==> src/rtl/segx_pkg.sv <==
package segx_pkg;
    localparam int SEL_W  = 16;
    localparam int ADDR_W = 32;
    localparam int NSEG   = 6;
    localparam int SEGI_W = 3;

    localparam logic [SEGI_W-1:0] SR_CODE  = 3'd0;
    localparam logic [SEGI_W-1:0] SR_DATA  = 3'd1;
    localparam logic [SEGI_W-1:0] SR_STACK = 3'd2;

    typedef enum logic [2:0] {
        ACC_FETCH = 3'd0,
        ACC_LOAD  = 3'd1,
        ACC_STORE = 3'd2,
        ACC_POP   = 3'd3,
        ACC_PUSH  = 3'd4
    } acc_e;

    typedef enum logic [1:0] {
        FLT_NONE  = 2'd0,
        FLT_LIMIT = 2'd1,
        FLT_PROT  = 2'd2
    } flt_e;

    typedef enum logic [1:0] {
        ST_IDLE   = 2'd0,
        ST_GRANT  = 2'd1,
        ST_REFUSE = 2'd2
    } st_e;

    typedef struct packed {
        logic [ADDR_W-1:0] base;
        logic [ADDR_W-1:0] limit;
        logic              x;
        logic              r;
        logic              w;
        logic [1:0]        dpl;
    } desc_t;
endpackage

==> src/rtl/segx_segregs.sv <==
module segx_segregs
    import segx_pkg::*;
#(
    parameter int N = NSEG
) (
    input  logic                  clk,
    input  logic                  rst_n,
    input  logic                  we,
    input  logic [SEGI_W-1:0]     widx,
    input  logic [SEL_W-1:0]      wsel,
    output logic [N-1:0][SEL_W-1:0] sels
);
    for (genvar g = 0; g < N; g++) begin : g_reg
        always_ff @(posedge clk) begin
            if (!rst_n)
                sels[g] <= '0;
            else if (we && (widx == SEGI_W'(g)))
                sels[g] <= wsel;
        end
    end
endmodule

==> src/rtl/segx_desc_table.sv <==
module segx_desc_table
    import segx_pkg::*;
#(
    parameter int NUM_DESC = 8,
    localparam int IDX_W   = $clog2(NUM_DESC)
) (
    input  logic             clk,
    input  logic             rst_n,
    input  logic             we,
    input  logic [IDX_W-1:0] widx,
    input  desc_t            wdesc,
    input  logic [IDX_W-1:0] ridx,
    output desc_t            rdesc
);
    desc_t ent [NUM_DESC];

    for (genvar g = 0; g < NUM_DESC; g++) begin : g_ent
        always_ff @(posedge clk) begin
            if (!rst_n)
                ent[g] <= '0;
            else if (we && (widx == IDX_W'(g)))
                ent[g] <= wdesc;
        end
    end

    assign rdesc = ent[ridx];
endmodule

==> src/rtl/segx_pick.sv <==
module segx_pick
    import segx_pkg::*;
(
    input  logic [2:0]               acc,
    input  logic                     ovr_en,
    input  logic [SEGI_W-1:0]        ovr_seg,
    input  logic [NSEG-1:0][SEL_W-1:0] sels,
    output logic [SEL_W-1:0]         sel
);
    logic [SEGI_W-1:0] dflt;
    logic [SEGI_W-1:0] seg;

    always_comb begin
        case (acc)
            ACC_FETCH:          dflt = SR_CODE;
            ACC_POP, ACC_PUSH:  dflt = SR_STACK;
            default:            dflt = SR_DATA;
        endcase
    end

    assign seg = (ovr_en && (ovr_seg < SEGI_W'(NSEG))) ? ovr_seg : dflt;
    assign sel = sels[seg];
endmodule

==> src/rtl/segx_check.sv <==
module segx_check
    import segx_pkg::*;
(
    input  logic [2:0]        acc,
    input  logic [ADDR_W-1:0] offset,
    input  logic [1:0]        cpl,
    input  desc_t             d,
    output flt_e              fault,
    output logic [ADDR_W-1:0] lin
);
    logic need_x, need_w, need_r, bad_rights, bad_level, over;

    always_comb begin
        need_x = 1'b0;
        need_w = 1'b0;
        need_r = 1'b0;
        case (acc)
            ACC_FETCH:             need_x = 1'b1;
            ACC_STORE, ACC_PUSH:   need_w = 1'b1;
            default:               need_r = 1'b1;
        endcase
    end

    assign bad_rights = (need_x && !d.x) || (need_w && !d.w) || (need_r && !d.r);
    assign bad_level  = cpl > d.dpl;
    assign over       = offset > d.limit;
    assign lin        = d.base + offset;

    always_comb begin
        if (over)
            fault = FLT_LIMIT;
        else if (bad_rights || bad_level)
            fault = FLT_PROT;
        else
            fault = FLT_NONE;
    end
endmodule

==> src/rtl/segx_top.sv <==
module segx_top
    import segx_pkg::*;
#(
    parameter int NUM_DESC = 8,
    localparam int IDX_W   = $clog2(NUM_DESC),
    localparam int WI_W    = (IDX_W > SEGI_W) ? IDX_W : SEGI_W
) (
    input  logic              clk,
    input  logic              rst_n,
    input  logic              req,
    input  logic [2:0]        acc,
    input  logic              ovr_en,
    input  logic [2:0]        ovr_seg,
    input  logic [31:0]       offset,
    input  logic [1:0]        cpl,
    input  logic              wr_en,
    input  logic              wr_tgt,
    input  logic [WI_W-1:0]   wr_idx,
    input  logic [15:0]       wr_sel,
    input  logic [31:0]       wr_base,
    input  logic [31:0]       wr_limit,
    input  logic              wr_x,
    input  logic              wr_r,
    input  logic              wr_w,
    input  logic [1:0]        wr_dpl,
    output logic              out_valid,
    output logic [31:0]       out_lin,
    output logic [1:0]        out_fault
);
    logic [NSEG-1:0][SEL_W-1:0] sels;
    logic [SEL_W-1:0]  cur_sel;
    desc_t             cur_desc;
    desc_t             wdesc;
    flt_e              chk_fault;
    logic [ADDR_W-1:0] chk_lin;
    logic              seg_we, desc_we;

    st_e               st_q, st_d;
    logic [ADDR_W-1:0] lin_q;
    flt_e              flt_q;

    // write port decode: selector indices 6 and 7 address nothing
    assign seg_we  = wr_en && !wr_tgt && (wr_idx < WI_W'(NSEG));
    assign desc_we = wr_en && wr_tgt;
    assign wdesc   = '{base: wr_base, limit: wr_limit, x: wr_x, r: wr_r,
                       w: wr_w, dpl: wr_dpl};

    segx_segregs #(.N(NSEG)) u_segregs (
        .clk   (clk),
        .rst_n (rst_n),
        .we    (seg_we),
        .widx  (wr_idx[SEGI_W-1:0]),
        .wsel  (wr_sel),
        .sels  (sels)
    );

    segx_pick u_pick (
        .acc     (acc),
        .ovr_en  (ovr_en),
        .ovr_seg (ovr_seg),
        .sels    (sels),
        .sel     (cur_sel)
    );

    segx_desc_table #(.NUM_DESC(NUM_DESC)) u_table (
        .clk   (clk),
        .rst_n (rst_n),
        .we    (desc_we),
        .widx  (wr_idx[IDX_W-1:0]),
        .wdesc (wdesc),
        .ridx  (cur_sel[IDX_W-1:0]),
        .rdesc (cur_desc)
    );

    segx_check u_check (
        .acc    (acc),
        .offset (offset),
        .cpl    (cpl),
        .d      (cur_desc),
        .fault  (chk_fault),
        .lin    (chk_lin)
    );

    // next-state logic
    always_comb begin
        if (!req)
            st_d = ST_IDLE;
        else if (chk_fault != FLT_NONE)
            st_d = ST_REFUSE;
        else
            st_d = ST_GRANT;
    end

    // state register with captured result
    always_ff @(posedge clk) begin
        if (!rst_n) begin
            st_q  <= ST_IDLE;
            lin_q <= '0;
            flt_q <= FLT_NONE;
        end else begin
            st_q  <= st_d;
            lin_q <= (st_d == ST_GRANT)  ? chk_lin   : '0;
            flt_q <= (st_d == ST_REFUSE) ? chk_fault : FLT_NONE;
        end
    end

    // outputs from state
    always_comb begin
        out_valid = 1'b0;
        out_lin   = '0;
        out_fault = FLT_NONE;
        unique case (st_q)
            ST_IDLE:   ;
            ST_GRANT:  begin
                out_valid = 1'b1;
                out_lin   = lin_q;
            end
            ST_REFUSE: out_fault = flt_q;
            default:   ;
        endcase
    end

    p_valid_no_fault_r5: assert property (@(posedge clk) disable iff (!rst_n)
        out_valid |-> (out_fault == 2'b00));
    p_fault_addr_zero_r6: assert property (@(posedge clk) disable iff (!rst_n)
        (out_fault != 2'b00) |-> (out_lin == '0));
    p_fault_code_legal_r6: assert property (@(posedge clk) disable iff (!rst_n)
        out_fault != 2'b11);
    p_req_answered_r3: assert property (@(posedge clk) disable iff (!rst_n)
        req |=> (out_valid || (out_fault != 2'b00)));
    p_idle_quiet_r8: assert property (@(posedge clk) disable iff (!rst_n)
        !req |=> (!out_valid && (out_fault == 2'b00) && (out_lin == '0)));
    p_limit_beats_rights_r5: assert property (@(posedge clk) disable iff (!rst_n)
        (req && (offset > cur_desc.limit)) |=> (out_fault == 2'b01));
endmodule

==> config.mk <==
export PLATFORM = sky130hd
export DESIGN_NAME = segx_top
export DESIGN_NICKNAME = d
export VERILOG_FILES = /design/src/rtl/segx_pkg.sv /design/src/rtl/segx_segregs.sv /design/src/rtl/segx_desc_table.sv /design/src/rtl/segx_pick.sv /design/src/rtl/segx_check.sv /design/src/rtl/segx_top.sv
export SDC_FILE = /design/constraint.sdc
export NUM_CORES = 1
export LEC_CHECK = 0
export ABC_AREA = 0
export BUFFER_PORTS_ARGS = -buffer_cell sky130_fd_sc_hd__buf_2
export CORE_MARGIN = 8
export CORE_UTILIZATION = 55
export DETAILED_ROUTE_END_ITERATION = 8
export PLACE_DENSITY = 0.74
export SYNTH_ARGS = -nofsm -noshare
export SYNTH_HDL_FRONTEND = slang
export SYNTH_SLANG_ARGS = --single-unit
export TNS_END_PERCENT = 100
==> constraint.sdc <==
create_clock -name clk -period 7.75 [get_ports clk]
set_input_delay 1.55 -clock clk [delete_from_list [all_inputs] [get_ports clk]]
set_output_delay 1.55 -clock clk [all_outputs]
set_load 0.005 [all_outputs]
==> results of run 1 <==
==> area by class of cell <==
type	instances	area share (%)
Clock inverter	17	0.426
Clock buffer	94	5.16
Inverter	19	0.215
Multi-Input combinational cell	1902	34.3
Sequential cell	606	53.2
Tap cell	696	2.62
Timing Repair Buffer	217	3.97
Antenna cell	14	0.106
==> power by group through the flow <==
stage	clock network (mW)	logic (mW)	registers, mW
after floorplan	0	1.05	3.89
after global placement	0	1.54	3.87
after detailed placement	0	1.58	3.88
after CTS	2.81	1.59	3.81
after global routing	2.92	1.75	3.83
final	2.78	1.60	3.81
==> per-layer routing <==
layer | part of all wire [%] | up-vias
li1 | - | 9740
met1 | 39 | 10300
met2 | 47 | 1046
met3 | 9.4 | 211
met4 | 4.4 | 14
met5 | 0.11 | -
==> layout by cell type, fill, tap and decap left out, drive strengths merged, types with 7 or more instances in the layout <==
cell type	synthesis	routed
nor2b	22	22
ha	65	65
a21o	19	19
xnor2	16	16
buf	28	217
nand2	548	548
clkinv	0	12
a21oi	43	43
a211oi	11	11
a311oi	66	66
nor2	56	56
and3	77	77
a31oi	40	40
clkbuf	142	94
nand3	158	158
inv	19	22
mux2i	19	19
o21ai	36	36
xor2	12	12
diode	0	14
edfxtp	552	552
a31o	34	34
and2	587	587
nor3	8	8
nand3b	7	7
dfxtp	54	54
==> state kept, by name, indices dropped and copies added (netlist names) <==
signal / count
u_table.ent: 552
st_q: 2
lin_q: 32
flt_q: 2
u_segregs.sels: 18
==> synth_stat cells, types with 40 or more instances <==
master	number	share of area (%)
and3_1	77	1.6
ha_1	65	2.7
nor2_1	56	0.71
clkbuf_1	142	1.8
nand2_1	547	6.9
a21oi_1	43	0.73
dfxtp_1	54	3.7
edfxtp_1	552	56
a311oi_1	66	2.0
and2_1	587	12
nand3_1	158	2.7
a31oi_1	40	0.85
==> path summary, 6_finish.rpt <==
path	to	start	cells past startpoint
worst min register to register	u_segregs.sels[80]	u_segregs.sels[80]	2
worst min-delay path	u_segregs.sels[80]	u_segregs.sels[80]	2
worst max-delay path	lin_q[29]	acc[2]	22
worst max register to register	lin_q[29]	u_segregs.sels[33]	20
==> metrics by stage <==
step / total power [mW] / std cells / setup WS [ns]
CTS: 8.20 / 3551 / 1.27
global placement: 5.41 / 3440 / 0.710
global route: 8.49 / 3557 / 0.836
detailed placement: 5.45 / 3440 / 0.652
finish: 8.20 / 3565 / 1.15
floorplan: 4.93 / 2697 / 0.270
==> worst reg2reg max path, cell delays in order (launching register included) <==
cell,delay (ns)
dfxtp_1,0.37
o22ai_1,0.10
a211oi_1,0.52
mux2_8,0.49
buf_12,0.36
buf_4,0.28
nand2_1,0.07
and3_1,0.17
a311oi_1,0.28
a31o_2,0.21
ha_1,0.30
nand2_1,0.10
nor2_1,0.06
a211o_1,0.29
o22ai_1,0.16
o211ai_1,0.22
a41oi_1,0.48
a211oi_1,0.21
o21ai_0,0.26
a21oi_1,0.12
nor3b_2,0.21
==> cell families (layout without fill, tap and decap cells) <==
kind of cell | count (synthesis) | after routing | synth area share, %
simple gates | 1491 | 1491 | 25.9
flops | 606 | 606 | 59.7
compound gates | 291 | 291 | 7.14
buf+inv | 189 | 347 | 2.54
fa+ha+maj | 66 | 66 | 2.82
xor+xnor | 28 | 28 | 0.829
mux | 26 | 26 | 1.07
other cells | 0 | 14 | 0
==> metrics.md, run 1 <==
| Metric | Value |
|---|---|
| Post-CTS setup buffer count | 0 |
| Initial antenna violation count | 14 |
| Fin. Hold Viols | 0 |
| Sequential area share after synthesis | 59.7% |
| Clk slew on worst S/H paths | 0.07 ns |
| Setup Skew | 0.0140 ns |
| Fin Hold WS | 0.517 ns |
| Routed vias | 21300 |
| H-tree levels | 2 |
| Drt total wl | 83.6 mm |
| Total CTS buffers | 61 |
| Leakage power | 12.8 nW |
| Post-synth EDFFs | 552 |
| Worst path bufs/invs | 3 |
| # DRC | 0 |
| Worst EP required | 8.30 ns |
| Unrepaired setup endpoints after global routing | false |
| Average via count per standard cell | 5.99 |
| Share of cells above drive strength 1 | 12.8% |
| Syn_nets | 2897 |
| Boundary pin count | 169 |
| Die area | 0.0615 sq mm |
| Hold buffer count at cts | 0 |
| Clk sink count | 606 |
| Distinct cell type count after synthesis | 67 |
| Post-route minimum period | 6.60 ns |
| Footprint of the multi-input gates | 0.0114 sq mm |
| Top_reg_cell synth | edfxtp_1 |
| Router iterations before antenna repair | 7 |
| First-pass GRT wire length | 125 mm |
| Synth async-reset ratio | 0% |
| Gr usage total | 26.9% |
| Vias in the first global route | 21200 |
| Detail Route Antenna Nets | 0 |
| # setup viols final | 0 |
| CTS tree | built |
| Core Area | 0.0535 sq mm |
| # rows | 85 |
| Period utilization | 85.1% |
| Clock power share | 34.0% |
| Starting Density | 55.3% |
| Max clock buf depth | 3 |
| Max-slew violations | 0 |
| Sum Neg Setup Slack | 0 ns |
| Synth warn | 0 |
| Reg area | 0.0177 sq mm |
| Status | complete, no violations |
| Synthesized instance count | 2697 |
| Largest net degree at the start of global routing | 70 |
| Hold WC Path Type | flip-flop to flip-flop |
| Logic gate share of total power | 19.6% |
| Synth-to-Final Area Change | 12.2% |
| HPWL after DPL | 48.7 mm |
| Post-cts resize count | 0 |
| Internal | 5.88 mW |
| M3 GR Usage | 4.68% |
| Clk Tree Root Cell | clkbuf_16 |
| Post-Syn Area | 0.0296 sq mm |
| Initial DRC count | 2032 |
| Max rail drop VDD | 0.211 mV |
| Crit-path leading delay family | compound AO/OA/AOI/OAI gates |
| Slew @ Worst Pin | 1.23 ns |
| Avg Cell Area, Syn | 11.0 sq um |
| Met2 Use GR | 44.2% |
| Register bit total from synthesis | 606 |
| Finished Cell Area | 0.0332 sq mm |
| GR met1 Demand/Resource | 34.5% |
| Max Clk Rate | 152 MHz |
| Switching Fraction | 28.3% |
| Slowest CP cell | a211oi_1 |
| Worst setup EP type | flip-flop |
| Reg2Reg Setup Slack | 2.42 ns |
| Fin nets | 3007 |
| Port-buffer cells | 155 |
| Placed Instance Area | 0.0313 sq mm |
| Max Cap Viol | 0 |
| Relative slew slack | 18.1% |
| Critical path, cell by cell | buf_2 -> or3b_4 -> a21o_4 -> a211oi_1 -> mux2_8 -> buf_12 -> buf_4 -> nand2_1 -> and3_1 -> a311oi_1 -> a31o_2 -> ha_1 -> nand2_1 -> nor2_1 -> a211o_1 -> o22ai_1 -> o211ai_1 -> a41oi_1 -> a211oi_1 -> o21ai_0 -> a21oi_1 -> nor3b_2 |
| FILL cells | 4202 |
| Die width | 248 microns |
| Register share of total power | 46.5% |
| Remaining global-route overflow | 0 |
| Core Util, Final | 62.0% |
| Wire per inst | 23.5 microns |
| Vert. Die Dim | 248 microns |
| CP max stage delay | 0.50 ns |
| CP max FO | 44 |
| Critical path type | input port to flip-flop |
| Net load switching power | 2.32 mW |
| PwrDens | 247 mW/mm^2 |
| Worst endpoint data arrival time | 7.15 ns |
| Critical Path Start Type | input port |
| Routability cong. | 0.882 |
| Clock Latency Late Sink | 0.64 ns |
| Top Usage Layer GRT | met2 |
(Power assumes the default switching activity.)
==> run 2: changes to the inputs <==
--- a/config.mk
+++ b/config.mk
@@ -10,7 +10,7 @@
 export CORE_MARGIN = 8
 export CORE_UTILIZATION = 55
 export DETAILED_ROUTE_END_ITERATION = 8
-export PLACE_DENSITY = 0.74
+export PLACE_DENSITY = 0.85
 export SYNTH_ARGS = -nofsm -noshare
 export SYNTH_HDL_FRONTEND = slang
 export SYNTH_SLANG_ARGS = --single-unit
==> metrics.md, run 2 (synthesis gave the netlist of run 1 again) <==
| Metric | Value |
|---|---|
| Clock Latency Late Sink | 0.63 ns |
| Setup Skew | 0.0201 ns |
| Sum Neg Setup Slack | 0 ns |
| Worst EP required | 8.30 ns |
| Status | complete, no violations |
| Routability cong. | 0.967 |
| Post-route minimum period | 6.71 ns |
| Critical path type | input port to flip-flop |
| CP max FO | 42 |
| Core Area | 0.0535 sq mm |
| Critical Path Start Type | input port |
| Register share of total power | 46.9% |
| Detail Route Antenna Nets | 0 |
| Clk slew on worst S/H paths | 0.06 ns |
| Total CTS buffers | 58 |
| Remaining global-route overflow | 0 |
| Logic gate share of total power | 19.6% |
| Wire per inst | 23.1 microns |
| Average via count per standard cell | 6.11 |
| Post-CTS setup buffer count | 0 |
| CTS tree | built |
| HPWL after DPL | 47.8 mm |
| Top reg by flops | u_table.ent |
| Leakage power | 12.8 nW |
| Vert. Die Dim | 248 microns |
| FILL cells | 3919 |
| Slowest CP cell | a32oi_1 |
| Most frequent cells in the layout | and2_1 (587), edfxtp_1 (552), nand2_1 (547) |
| Slew @ Worst Pin | 1.16 ns |
| # rows | 85 |
| Internal | 5.86 mW |
| Worst setup EP type | flip-flop |
| Max reg flops | 552 |
| Port-buffer cells | 155 |
| Finished Cell Area | 0.0331 sq mm |
| Routed vias | 21700 |
| Max Cap Viol | 0 |
| Period utilization | 86.6% |
| Worst setup slack after layout | 1.04 ns |
| Most common cell after layout, fill and taps aside | and2_1 |
| Core Util, Final | 61.8% |
| Fin nets | 2988 |
| Initial DRC count | 2550 |
| Boundary pin count | 169 |
| Reg area | 0.0177 sq mm |
| Max rail drop VDD | 0.178 mV |
| Clock power share | 33.5% |
| Die area | 0.0615 sq mm |
| Worst path bufs/invs | 3 |
| Gr usage total | 26.4% |
| Worst endpoint data arrival time | 7.26 ns |
| Relative slew slack | 22.3% |
| Fin. Hold Viols | 0 |
| Post-cts resize count | 0 |
| Drt total wl | 82.1 mm |
| Max clock buf depth | 3 |
| Die width | 248 microns |
| Reg2Reg Setup Slack | 2.32 ns |
| H-tree levels | 2 |
| Router iterations before antenna repair | 6 |
| Initial antenna violation count | 19 |
| Largest net degree at the start of global routing | 87 |
| Clk sink count | 606 |
| # setup viols final | 0 |
| Synth-to-Final Area Change | 11.7% |
| Top Registers | u_table.ent: 552 flops, lin_q: 32 flops, u_segregs.sels: 18 flops |
| Unrepaired setup endpoints after global routing | false |
| # DRC | 0 |
| Max-slew violations | 0 |
| Crit-path leading delay family | compound AO/OA/AOI/OAI gates |
| Critical path, cell by cell | buf_2 -> or3b_4 -> a21o_4 -> a21o_1 -> a32oi_1 -> nor2_4 -> buf_12 -> nand2_1 -> nand3_1 -> a31oi_1 -> ha_1 -> and4_1 -> a221o_1 -> a21oi_1 -> o21ai_0 -> a221oi_1 -> nor2b_1 -> a31oi_1 -> nand4_4 -> buf_12 -> nor2_1 |
| Footprint of the multi-input gates | 0.0114 sq mm |
| CP max stage delay | 0.53 ns |
| PwrDens | 246 mW/mm^2 |
| Starting Density | 55.3% |
| Clk Tree Root Cell | clkbuf_16 |
| First-pass GRT wire length | 123 mm |
| Share of cells above drive strength 1 | 12.4% |
| Hold buffer count at cts | 0 |
| Net load switching power | 2.28 mW |
| Hold WC Path Type | flip-flop to flip-flop |
| Vias in the first global route | 21900 |
| Placed Instance Area | 0.0312 sq mm |
| Setup WS pre-CTS | 0.545 ns |
| Switching Fraction | 28.0% |
| Max Clk Rate | 149 MHz |
-- run 2: changes by cell type in the layout (fill, tap and decap cells not counted) --
cell / delta
buf_4: -18
inv_6: -2
clkinv_8: +1
clkbuf_16: -3
inv_16: -1
clkinvlp_4: +2
clkinv_1: +5
bufinv_16: +2
clkbuf_1: -9
clkinv_4: -1
diode_2: -2
buf_12: +2
clkinv_2: +4
-- run 2: worst min-delay path, delay by kind of cell (launching register included) --
family        cells  cell delay, ns
flops             1            0.32
simple gates      1            0.09
mux               1            0.06
-- run 2: final cells by class --
type / instances / area share, %
diodes: 12 / 0.0908
clock buffers: 82 / 4.85
clock inverters: 27 / 0.681
inverters: 19 / 0.216
multi-input cells: 1902 / 34.4
flip-flops and latches: 606 / 53.4
well taps: 696 / 2.63
repair buffers: 201 / 3.69
-- run 2: worst paths after layout --
kind / from / end / cells past startpoint
setup / recovery: acc[1] / lin_q[3] / 21
setup reg to reg: u_segregs.sels[17] / lin_q[3] / 20
hold / removal: u_segregs.sels[0] / u_segregs.sels[0] / 2
hold reg to reg: u_segregs.sels[0] / u_segregs.sels[0] / 2
-- run 2: layer usage --
metal	vias up	part of all wire (%)	GRT usage, %
met3	301	11	6.20
met1	10400	36	31.7
li1	9685	-	-
met5	-	0.12	0
met2	1289	48	43.8
met4	16	5.2	14.7
-- run 2: per-stage QoR --
stage | total power, mW | hold WS, ns | cells
floorplan | 4.93 | 0.457 | 2697
global placement | 5.35 | 0.483 | 3424
detailed placement | 5.43 | 0.496 | 3424
CTS | 8.12 | 0.506 | 3533
global route | 8.42 | 0.518 | 3541
finish | 8.14 | 0.510 | 3545
-- run 2: power by group through the flow --
stage          clock network, mW  logic [mW]  registers [mW]
2_1_floorplan                  0        1.05            3.89
3_3_place_gp                   0        1.49            3.87
3_5_place_dp                   0        1.55            3.88
4_1_cts                     2.74        1.56            3.81
5_1_grt                     2.87        1.73            3.83
6_report                    2.73        1.59            3.81
